### config.mk
export PLATFORM = sky130hd
export DESIGN_NAME = rtc_calendar
export DESIGN_NICKNAME = d
export VERILOG_FILES = /design/src/rtl/rtc_cal_pkg.sv /design/src/rtl/rtc_time_core.sv /design/src/rtl/rtc_wakeup_timer.sv /design/src/rtl/rtc_backup_bank.sv /design/src/rtl/rtc_calendar.sv
export SDC_FILE = /design/constraint.sdc
export NUM_CORES = 1
export LEC_CHECK = 0
export BUFFER_PORTS_ARGS = -buffer_cell sky130_fd_sc_hd__buf_2
export CAP_MARGIN = 20
export CELL_PAD_IN_SITES_DETAIL_PLACEMENT = 0
export CELL_PAD_IN_SITES_GLOBAL_PLACEMENT = 2
export CORE_MARGIN = 2
export CORE_UTILIZATION = 35
export CTS_CLUSTER_DIAMETER = 200
export DETAILED_ROUTE_END_ITERATION = 10
export GPL_TIMING_DRIVEN = 1
export PLACE_DENSITY_LB_ADDON = 0.1
export RECOVER_POWER = 100
export SLEW_MARGIN = 40
export SYNTH_ARGS = -nofsm -noshare
export SYNTH_HDL_FRONTEND = slang
export SYNTH_SLANG_ARGS = --single-unit
### constraint.sdc
create_clock -name clk -period 37.6 [get_ports clk]
set_input_delay 7.52 -clock clk [delete_from_list [all_inputs] [get_ports clk]]
set_output_delay 7.52 -clock clk [all_outputs]
set_load 0.01 [all_outputs]
### src/rtl/rtc_cal_pkg.sv
package rtc_cal_pkg;

  typedef struct packed {
    logic       pm;
    logic [7:0] hour;
    logic [7:0] min;
    logic [7:0] sec;
  } tod_t;

  typedef struct packed {
    logic [2:0] wday;
    logic [7:0] year;
    logic [7:0] mon;
    logic [7:0] day;
  } cal_t;

  // add one to a two-digit BCD value, low digit carries at 9
  function automatic logic [7:0] bcd_inc(input logic [7:0] v);
    if (v[3:0] >= 4'd9) return {v[7:4] + 4'd1, 4'd0};
    else                return {v[7:4], v[3:0] + 4'd1};
  endfunction

  function automatic logic [6:0] bcd_val(input logic [7:0] v);
    return ({3'd0, v[7:4]} * 7'd10) + {3'd0, v[3:0]};
  endfunction

  function automatic logic leap_yr(input logic [7:0] y);
    logic [6:0] b;
    b = bcd_val(y);
    return (b[1:0] == 2'b00);
  endfunction

  function automatic logic [7:0] month_days(input logic [7:0] m, input logic leap);
    case (m)
      8'h02:                      return leap ? 8'h29 : 8'h28;
      8'h04, 8'h06, 8'h09, 8'h11: return 8'h30;
      default:                    return 8'h31;
    endcase
  endfunction

endpackage

### src/rtl/rtc_time_core.sv
module rtc_time_core
  import rtc_cal_pkg::*;
(
  input  logic clk,
  input  logic rst_n,
  input  logic tick,
  input  logic fmt12,
  input  logic ld_tod,
  input  logic ld_cal,
  input  tod_t tod_wr,
  input  cal_t cal_wr,
  output tod_t tod_q,
  output cal_t cal_q,
  output tod_t tod_step,
  output logic step
);

  tod_t       tod_d;
  cal_t       cal_d, cal_step;
  logic       tod_en, cal_en;
  logic       sec_wrap, min_wrap, day_roll, new_day;
  logic [7:0] hr_inc, mdays;
  logic       pm_inc;

  always_comb begin
    step     = tick & ~ld_tod & ~ld_cal;
    sec_wrap = (tod_q.sec == 8'h59);
    min_wrap = (tod_q.min == 8'h59);

    hr_inc   = bcd_inc(tod_q.hour);
    pm_inc   = tod_q.pm;
    day_roll = 1'b0;
    if (fmt12) begin
      if (tod_q.hour == 8'h12) begin
        hr_inc = 8'h01;
      end else if (tod_q.hour == 8'h11) begin
        hr_inc   = 8'h12;
        pm_inc   = ~tod_q.pm;
        day_roll = tod_q.pm;
      end
    end else begin
      pm_inc = 1'b0;
      if (tod_q.hour == 8'h23) begin
        hr_inc   = 8'h00;
        day_roll = 1'b1;
      end
    end

    tod_step     = tod_q;
    tod_step.sec = sec_wrap ? 8'h00 : bcd_inc(tod_q.sec);
    if (sec_wrap) begin
      tod_step.min = min_wrap ? 8'h00 : bcd_inc(tod_q.min);
      if (min_wrap) begin
        tod_step.hour = hr_inc;
        tod_step.pm   = pm_inc;
      end
    end
    new_day = sec_wrap & min_wrap & day_roll;

    mdays    = month_days(cal_q.mon, leap_yr(cal_q.year));
    cal_step = cal_q;
    if (new_day) begin
      cal_step.wday = (cal_q.wday == 3'd7) ? 3'd1 : cal_q.wday + 3'd1;
      if (cal_q.day == mdays) begin
        cal_step.day = 8'h01;
        if (cal_q.mon == 8'h12) begin
          cal_step.mon  = 8'h01;
          cal_step.year = (cal_q.year == 8'h99) ? 8'h00 : bcd_inc(cal_q.year);
        end else begin
          cal_step.mon = bcd_inc(cal_q.mon);
        end
      end else begin
        cal_step.day = bcd_inc(cal_q.day);
      end
    end

    tod_en = ld_tod | step;
    cal_en = ld_cal | step;
    tod_d  = ld_tod ? tod_wr : tod_step;
    cal_d  = ld_cal ? cal_wr : cal_step;
  end

  always_ff @(posedge clk or negedge rst_n) begin
    if (!rst_n) begin
      tod_q <= '0;
      cal_q <= '{wday: 3'd1, year: 8'h00, mon: 8'h01, day: 8'h01};
    end else begin
      if (tod_en) tod_q <= tod_d;
      if (cal_en) cal_q <= cal_d;
    end
  end


  sec_bcd_chk: assert property (@(posedge clk) disable iff (!rst_n)
    step |=> (tod_q.sec[3:0] <= 4'd9 && tod_q.sec <= 8'h59));


  day_range_chk: assert property (@(posedge clk) disable iff (!rst_n)
    step |=> (cal_q.day != 8'h00 && cal_q.day <= month_days(cal_q.mon, leap_yr(cal_q.year))));


  wday_range_chk: assert property (@(posedge clk) disable iff (!rst_n)
    step |=> (cal_q.wday >= 3'd1 && cal_q.wday <= 3'd7));


  load_chk: assert property (@(posedge clk) disable iff (!rst_n)
    ld_tod |=> (tod_q == $past(tod_wr)));

endmodule

### src/rtl/rtc_wakeup_timer.sv
module rtc_wakeup_timer #(
  parameter int W = 16
) (
  input  logic         clk,
  input  logic         rst_n,
  input  logic         tick,
  input  logic         en,
  input  logic         ld,
  input  logic [W-1:0] ld_val,
  output logic [W-1:0] rld_q,
  output logic         pulse
);

  logic [W-1:0] cnt_q, cnt_d, rld_d;
  logic         hit;

  always_comb begin
    hit   = en & tick & ~ld & (cnt_q == '0);
    rld_d = ld ? ld_val : rld_q;
    if (ld)            cnt_d = ld_val;
    else if (!en)      cnt_d = rld_q;
    else if (tick)     cnt_d = hit ? rld_q : cnt_q - 1'b1;
    else               cnt_d = cnt_q;
  end

  always_ff @(posedge clk or negedge rst_n) begin
    if (!rst_n) begin
      cnt_q <= '0;
      rld_q <= '0;
      pulse <= 1'b0;
    end else begin
      cnt_q <= cnt_d;
      if (ld) rld_q <= rld_d;
      pulse <= hit;
    end
  end


  wk_pulse_chk: assert property (@(posedge clk) disable iff (!rst_n)
    pulse |-> $past(tick));

endmodule

### src/rtl/rtc_backup_bank.sv
module rtc_backup_bank #(
  parameter int N = 20,
  parameter int W = 32,
  localparam int IW = (N > 1) ? $clog2(N) : 1
) (
  input  logic          clk,
  input  logic          rst_n,
  input  logic          tamper,
  input  logic          we,
  input  logic [IW-1:0] widx,
  input  logic [W-1:0]  wdata,
  input  logic [IW-1:0] ridx,
  output logic [W-1:0]  rdata
);

  logic [N-1:0][W-1:0] mem;
  logic [N-1:0]        wen;
  logic [W-1:0]        wval;

  for (genvar g = 0; g < N; g++) begin : g_dec
    assign wen[g] = tamper | (we && (32'(widx) == g));
  end

  assign wval = tamper ? '0 : wdata;

  always_ff @(posedge clk or negedge rst_n) begin
    if (!rst_n) begin
      mem <= '0;
    end else begin
      for (int i = 0; i < N; i++) begin
        if (wen[i]) mem[i] <= wval;
      end
    end
  end

  always_comb begin
    rdata = '0;
    if (32'(ridx) < 32'(N)) rdata = mem[ridx];
  end


  tamper_wipe_chk: assert property (@(posedge clk) disable iff (!rst_n)
    tamper |=> (mem == '0));

endmodule

### src/rtl/rtc_calendar.sv
module rtc_calendar
  import rtc_cal_pkg::*;
#(
  parameter int BKP_NUM  = 20,
  parameter int WK_W     = 16,
  parameter int ADDR_W   = 6,
  parameter int BKP_BASE = 32
) (
  input  logic              clk,
  input  logic              rst_n,
  input  logic              tick_1hz,
  input  logic              tamper,
  input  logic              wr_en,
  input  logic [ADDR_W-1:0] wr_addr,
  input  logic [31:0]       wr_data,
  input  logic [ADDR_W-1:0] rd_addr,
  output logic [31:0]       rd_data,
  output logic              alarm_flag,
  output logic              wake_pulse
);

  localparam int DW    = 32;
  localparam int IDX_W = (BKP_NUM > 1) ? $clog2(BKP_NUM) : 1;
  localparam logic [ADDR_W-1:0] A_TOD = ADDR_W'(0);
  localparam logic [ADDR_W-1:0] A_CAL = ADDR_W'(1);
  localparam logic [ADDR_W-1:0] A_CTL = ADDR_W'(2);
  localparam logic [ADDR_W-1:0] A_ALM = ADDR_W'(3);
  localparam logic [ADDR_W-1:0] A_WK  = ADDR_W'(4);

  // reset: asserted at once, released through two flops
  logic [1:0] rst_pipe;
  logic       rst_s_n;
  always_ff @(posedge clk or negedge rst_n) begin
    if (!rst_n) rst_pipe <= 2'b00;
    else        rst_pipe <= {rst_pipe[0], 1'b1};
  end
  assign rst_s_n = rst_pipe[1];

  logic ld_tod, ld_cal, ld_ctl, ld_alm, ld_wk, bkp_we, rd_bkp;
  logic [IDX_W-1:0] bkp_widx, bkp_ridx;
  tod_t tod_wr, tod_q, tod_step, alm_q;
  cal_t cal_wr, cal_q;
  logic step, alm_hit, flag_d;
  logic fmt12_q, alm_en_q, wk_en_q;
  logic [WK_W-1:0] wk_rld;
  logic [DW-1:0]   bkp_rdata;

  always_comb begin
    ld_tod   = wr_en && (wr_addr == A_TOD);
    ld_cal   = wr_en && (wr_addr == A_CAL);
    ld_ctl   = wr_en && (wr_addr == A_CTL);
    ld_alm   = wr_en && (wr_addr == A_ALM);
    ld_wk    = wr_en && (wr_addr == A_WK);
    bkp_we   = wr_en && (32'(wr_addr) >= 32'(BKP_BASE)) && (32'(wr_addr) < 32'(BKP_BASE + BKP_NUM));
    rd_bkp   = (32'(rd_addr) >= 32'(BKP_BASE)) && (32'(rd_addr) < 32'(BKP_BASE + BKP_NUM));
    bkp_widx = IDX_W'(wr_addr - ADDR_W'(BKP_BASE));
    bkp_ridx = IDX_W'(rd_addr - ADDR_W'(BKP_BASE));
    tod_wr   = '{pm: wr_data[24], hour: wr_data[23:16], min: wr_data[15:8], sec: wr_data[7:0]};
    cal_wr   = '{wday: wr_data[26:24], year: wr_data[23:16], mon: wr_data[15:8], day: wr_data[7:0]};
  end

  rtc_time_core u_core (
    .clk      (clk),
    .rst_n    (rst_s_n),
    .tick     (tick_1hz),
    .fmt12    (fmt12_q),
    .ld_tod   (ld_tod),
    .ld_cal   (ld_cal),
    .tod_wr   (tod_wr),
    .cal_wr   (cal_wr),
    .tod_q    (tod_q),
    .cal_q    (cal_q),
    .tod_step (tod_step),
    .step     (step)
  );

  rtc_wakeup_timer #(.W(WK_W)) u_wake (
    .clk    (clk),
    .rst_n  (rst_s_n),
    .tick   (tick_1hz),
    .en     (wk_en_q),
    .ld     (ld_wk),
    .ld_val (wr_data[WK_W-1:0]),
    .rld_q  (wk_rld),
    .pulse  (wake_pulse)
  );

  rtc_backup_bank #(.N(BKP_NUM), .W(DW)) u_bkp (
    .clk    (clk),
    .rst_n  (rst_s_n),
    .tamper (tamper),
    .we     (bkp_we),
    .widx   (bkp_widx),
    .wdata  (wr_data),
    .ridx   (bkp_ridx),
    .rdata  (bkp_rdata)
  );

  // alarm compares against the value the tick is about to store
  always_comb begin
    alm_hit = alm_en_q && step &&
              (tod_step.sec == alm_q.sec) && (tod_step.min == alm_q.min) &&
              (tod_step.hour == alm_q.hour) &&
              (!fmt12_q || (tod_step.pm == alm_q.pm));
    if (alm_hit)                  flag_d = 1'b1;
    else if (ld_ctl && wr_data[8]) flag_d = 1'b0;
    else                          flag_d = alarm_flag;
  end

  always_ff @(posedge clk or negedge rst_s_n) begin
    if (!rst_s_n) begin
      fmt12_q    <= 1'b0;
      alm_en_q   <= 1'b0;
      wk_en_q    <= 1'b0;
      alm_q      <= '0;
      alarm_flag <= 1'b0;
    end else begin
      if (ld_ctl) begin
        fmt12_q  <= wr_data[0];
        alm_en_q <= wr_data[1];
        wk_en_q  <= wr_data[2];
      end
      if (ld_alm) alm_q <= tod_wr;
      alarm_flag <= flag_d;
    end
  end

  always_comb begin
    rd_data = '0;
    case (rd_addr)
      A_TOD:   rd_data = {7'd0, tod_q.pm, tod_q.hour, tod_q.min, tod_q.sec};
      A_CAL:   rd_data = {5'd0, cal_q.wday, cal_q.year, cal_q.mon, cal_q.day};
      A_CTL:   rd_data = {23'd0, alarm_flag, 5'd0, wk_en_q, alm_en_q, fmt12_q};
      A_ALM:   rd_data = {7'd0, alm_q.pm, alm_q.hour, alm_q.min, alm_q.sec};
      A_WK:    rd_data = DW'(wk_rld);
      default: if (rd_bkp) rd_data = bkp_rdata;
    endcase
  end


  alarm_set_chk: assert property (@(posedge clk) disable iff (!rst_s_n)
    $rose(alarm_flag) |-> $past(step));


  alarm_clr_chk: assert property (@(posedge clk) disable iff (!rst_s_n)
    (ld_ctl && wr_data[8] && !alm_hit) |=> !alarm_flag);

endmodule

==> out/qor.tcl <==
set qor(worst_path_max_delay_cell) {clkbuf_1}
set qor(post-place-cells) 5457
set qor(maxCapViolations) 49
set qor(regToRegSetupSlack_ns) 24.87
set qor(finalHoldViolations) 0
set qor(timing.critical_path.to) {rd_data[13]}
set qor(power.ir.vdd_worst_uv) 34.9
set qor(power.total_mw) 2.06
set qor(netlist_instances) 4174
set qor(gr-usage-all-layers) 0.288
set qor(yosys.area.top_type_share) 0.487
set qor(pin_count_of_the_biggest_net_entering_global_routing) 131
set qor(clock_tree.htree_level_count) 3
set qor(synth_edf_count) 0
set qor(worstPathBufferInverterCount) 5
set qor(timing.final.max_slew_violations) 1726
set qor(n_antenna_cell) 0
set qor(detailedRoute.firstPassIterationCount) 5
set qor(synthesis.area_per_instance_um2) 9.28
set qor(die_h_um) 337
set qor(layout_setup_ws_ns) 11.39
set qor(timing.final.setup_violations) 0
set qor(totalNegativeSetupSlack_ns) 0
set qor(switching_share) 0.292
set qor(startpoint_of_the_worst_register_to_register_path) {rst_pipe[1]}
set qor(synth_area_leader_cell) {dfrtp_1}
set qor(grt_pass1_vias) 31397
set qor(worst-path-max-fanout) 53
set qor(rows) 122
set qor(postCtsResizedCells) 0
set qor(met1Wirelength_mm) 71.8
set qor(crit-reg2reg-capture) {u_core.cal_q[18]}
set qor(cp.required_ns) 30.08
set qor(layoutNonFillerInstCount) 5629
set qor(tritoncts) {done}
set qor(area_growth_pct) 11.7
set qor(netlist_area_um2) 38700
set qor(failed_checks) {max-capacitance violations, max-slew violations}
set qor(path_delay_family) {buffers and inverters}
set qor(power.combinational.fraction) 0.119
set qor(run_status) {finished, violations left}
set qor(synthArstFlopShare) 1.00
set qor(leakagePower_nw) 17.2
set qor(dp_hpwl_mm) 96.7
set qor(max-clock-path-buffers) 3
set qor(max_slew.worst_pin.slew_ns) 5.24
set qor(synthTopCellsByArea) {dfrtp_1 (49%), nand2_1 (14%), mux4_2 (11%)}
set qor(crit_path_start) {rd_addr[0]}
set qor(highest_count_cells_in_the_layout_ignoring_fill_and_taps) {nand2_1 (1447), dfrtp_1 (753), a21oi_1 (677), mux4_2 (195), clkbuf_1 (104)}
set qor(critical-path-max-stage-delay_ns) 3.09
set qor(drt_wl_total_mm) 162
set qor(seq_power_share) 0.436
set qor(critical_path_class) {in -> out}
set qor(drtAntennaViolNets) 0
set qor(net_switching_power_mw) 0.602
set qor(power.clock.fraction) 0.445
set qor(insertion_delay_ns) 0.69
set qor(critical_path_cell_count) 9
set qor(cts_root_buf) {clkbuf_16}
set qor(num_vias) 31835
set qor(initial_utilization) 0.351
set qor(worstSetupEndpointType) {primary output}
set qor(power_density_nw_per_um2) 47.6
set qor(period_minus_ws_final_ns) 26.21
set qor(critical_path.cell_chain) {clkbuf_1 > clkbuf_1 > buf_16 > clkbuf_1 > mux4_2 > mux4_2 > mux2i_1 > o21ai_0 > clkbuf_1}
set qor(cts-buffers-inserted) 93
set qor(worst_setup_hold_path_clk_slew_ns) 0.06
set qor(initialDrtViolationCount) 3280
set qor(finalWeightedCongestion) 0.853
set qor(power_report.internal_total_mw) 1.46
set qor(worst_clk_skew_ns) 0.0208
set qor(finish.net_count) 4153
set qor(ctsHoldBuffers) 0
set qor(slew_headroom) -2.50
set qor(core_area_um2) 110000
set qor(hp-class) {reg -> reg}
set qor(maxClockFrequency_mhz) 38.2
set qor(grt_antenna_before_repair) 11
set qor(route.top_layer_used) {met5}
set qor(grt_setup_unrepaired) {no}
set qor(arrival_ns) 18.69
set qor(mostFrequentLayoutCell) {nand2_1}
set qor(cts_num_sinks) 756
set qor(reg2regPathDepth) 4
set qor(wire_per_inst_um) 28.8
set qor(synth_flop_cell) {dfrtp_1}
set qor(yosysWarnings) 0
set qor(drive_above_1_share) 0.123
set qor(cp_startpoint_kind) {input port}
set qor(wl_met2_mm) 77.3
set qor(detailroute.wirelength.met3_mm) 8.68
set qor(detail_route.vias_per_cell) 5.66
set qor(die_outline_width_um) 337
set qor(synthDistinctLibCells) 88
set qor(synth.net_count) 4261
set qor(post-route-period-util) 0.697
set qor(fillCellCount) 11064
set qor(preCtsSetupSlack_ns) 18.32
set qor(path_common_cell) {clkbuf_1}
set qor(yosysSeqAreaShare) 0.489
set qor(die-area_um2) 113000
set qor(ios) 83
set qor(first_pass_grt_wire_length_mm) 237
set qor(post_cts.repair.setup_buffers) 0
set qor(postLayoutCoreUtil) 0.392
set qor(globalRoute.totalOverflow) 0
set qor(port_buffers) 82
set qor(ys_ff_latch) 756
set qor(detail_route.drc_violations) 0
==> how the worst min path moves through the flow <==
stage                 from           to  slack (ns)  depth (start not counted)
5_1_grt        rst_pipe[0]  rst_pipe[1]        0.36                          0
3_5_place_dp   rst_pipe[0]  rst_pipe[1]        0.34                          0
6_report       rst_pipe[0]  rst_pipe[1]        0.35                          0
2_1_floorplan  rst_pipe[0]  rst_pipe[1]        0.33                          0
4_1_cts        rst_pipe[0]  rst_pipe[1]        0.35                          0
3_3_place_gp   rst_pipe[0]  rst_pipe[1]        0.33                          0
==> registers in the layout, indices dropped and copies added, names as in the netlist <==
register / cells
alarm_flag: 1
alm_en_q: 1
alm_q: 25
fmt12_q: 1
rst_pipe: 2
u_bkp.mem: 640
u_core.cal_q: 27
u_core.tod_q: 25
u_wake.cnt_q: 16
u_wake.pulse: 1
u_wake.rld_q: 16
wk_en_q: 1
==> power groups by stage <==
stage	Combinational [mW]	Clock, mW	Sequential (mW)
final	0.245	0.915	0.898
after global routing	0.272	0.965	0.902
after CTS	0.249	0.932	0.897
after detailed placement	0.248	0	0.911
after global placement	0.246	0	0.914
after floorplan	0.171	0	0.893
==> logic make-up after synthesis <==
kind of cell             after synthesis  share of synthesized area
AND/OR/NAND/NOR                     1745                      0.183
AO/OA/AOI/OAI                        927                      0.134
flip-flops                           756                      0.489
buffers and inverters                402                     0.0397
multiplexers                         276                      0.136
adder cells (fa/ha/maj)               38                     0.0123
XOR/XNOR                              29                    0.00656
other                                  1                  0.0000968
==> synth_stat cells (14+ instances only) <==
| library cell | count |
|---|---|
| o22ai_1 | 14 |
| ha_1 | 38 |
| nor2_1 | 99 |
| nor3_1 | 22 |
| clkbuf_1 | 333 |
| nand2_1 | 1454 |
| o211ai_1 | 14 |
| inv_1 | 34 |
| a22oi_1 | 15 |
| a31oi_1 | 30 |
| nand4_1 | 14 |
| o21ai_0 | 85 |
| mux2i_1 | 44 |
| dfrtp_1 | 753 |
| xnor2_1 | 16 |
| nand2b_1 | 16 |
| mux2_2 | 37 |
| a21oi_1 | 677 |
| buf_2 | 18 |
| mux4_2 | 195 |
| nand3_1 | 39 |
==> final cells by class <==
type                            instances  area [µm²]  area share
Timing Repair Buffer                  164         942      0.0218
Clock buffer                          143        2770      0.0640
Multi-Input combinational cell       3016       18300       0.424
Clock inverter                         27         287     0.00663
Inverter                               35         131     0.00304
Tap cell                             1488        1860      0.0431
Sequential cell                       756       18900       0.438
==> through the flow <==
stage / hold WS (ns) / cell area (µm²)
after floorplan: 0.331 / 38700
after global placement: 0.334 / 40500
final: 0.350 / 43200
after detailed placement: 0.338 / 40700
after CTS: 0.351 / 43700
after global routing: 0.363 / 43200
==> per-layer routing <==
metal | global-route usage | vias up
li1 | - | 14162
met1 | 0.407 | 16384
met4 | 0.0722 | 10
met3 | 0.0346 | 241
met2 | 0.470 | 1038
met5 | 0 | -
Note: power is estimated with default switching activity, not from simulation.
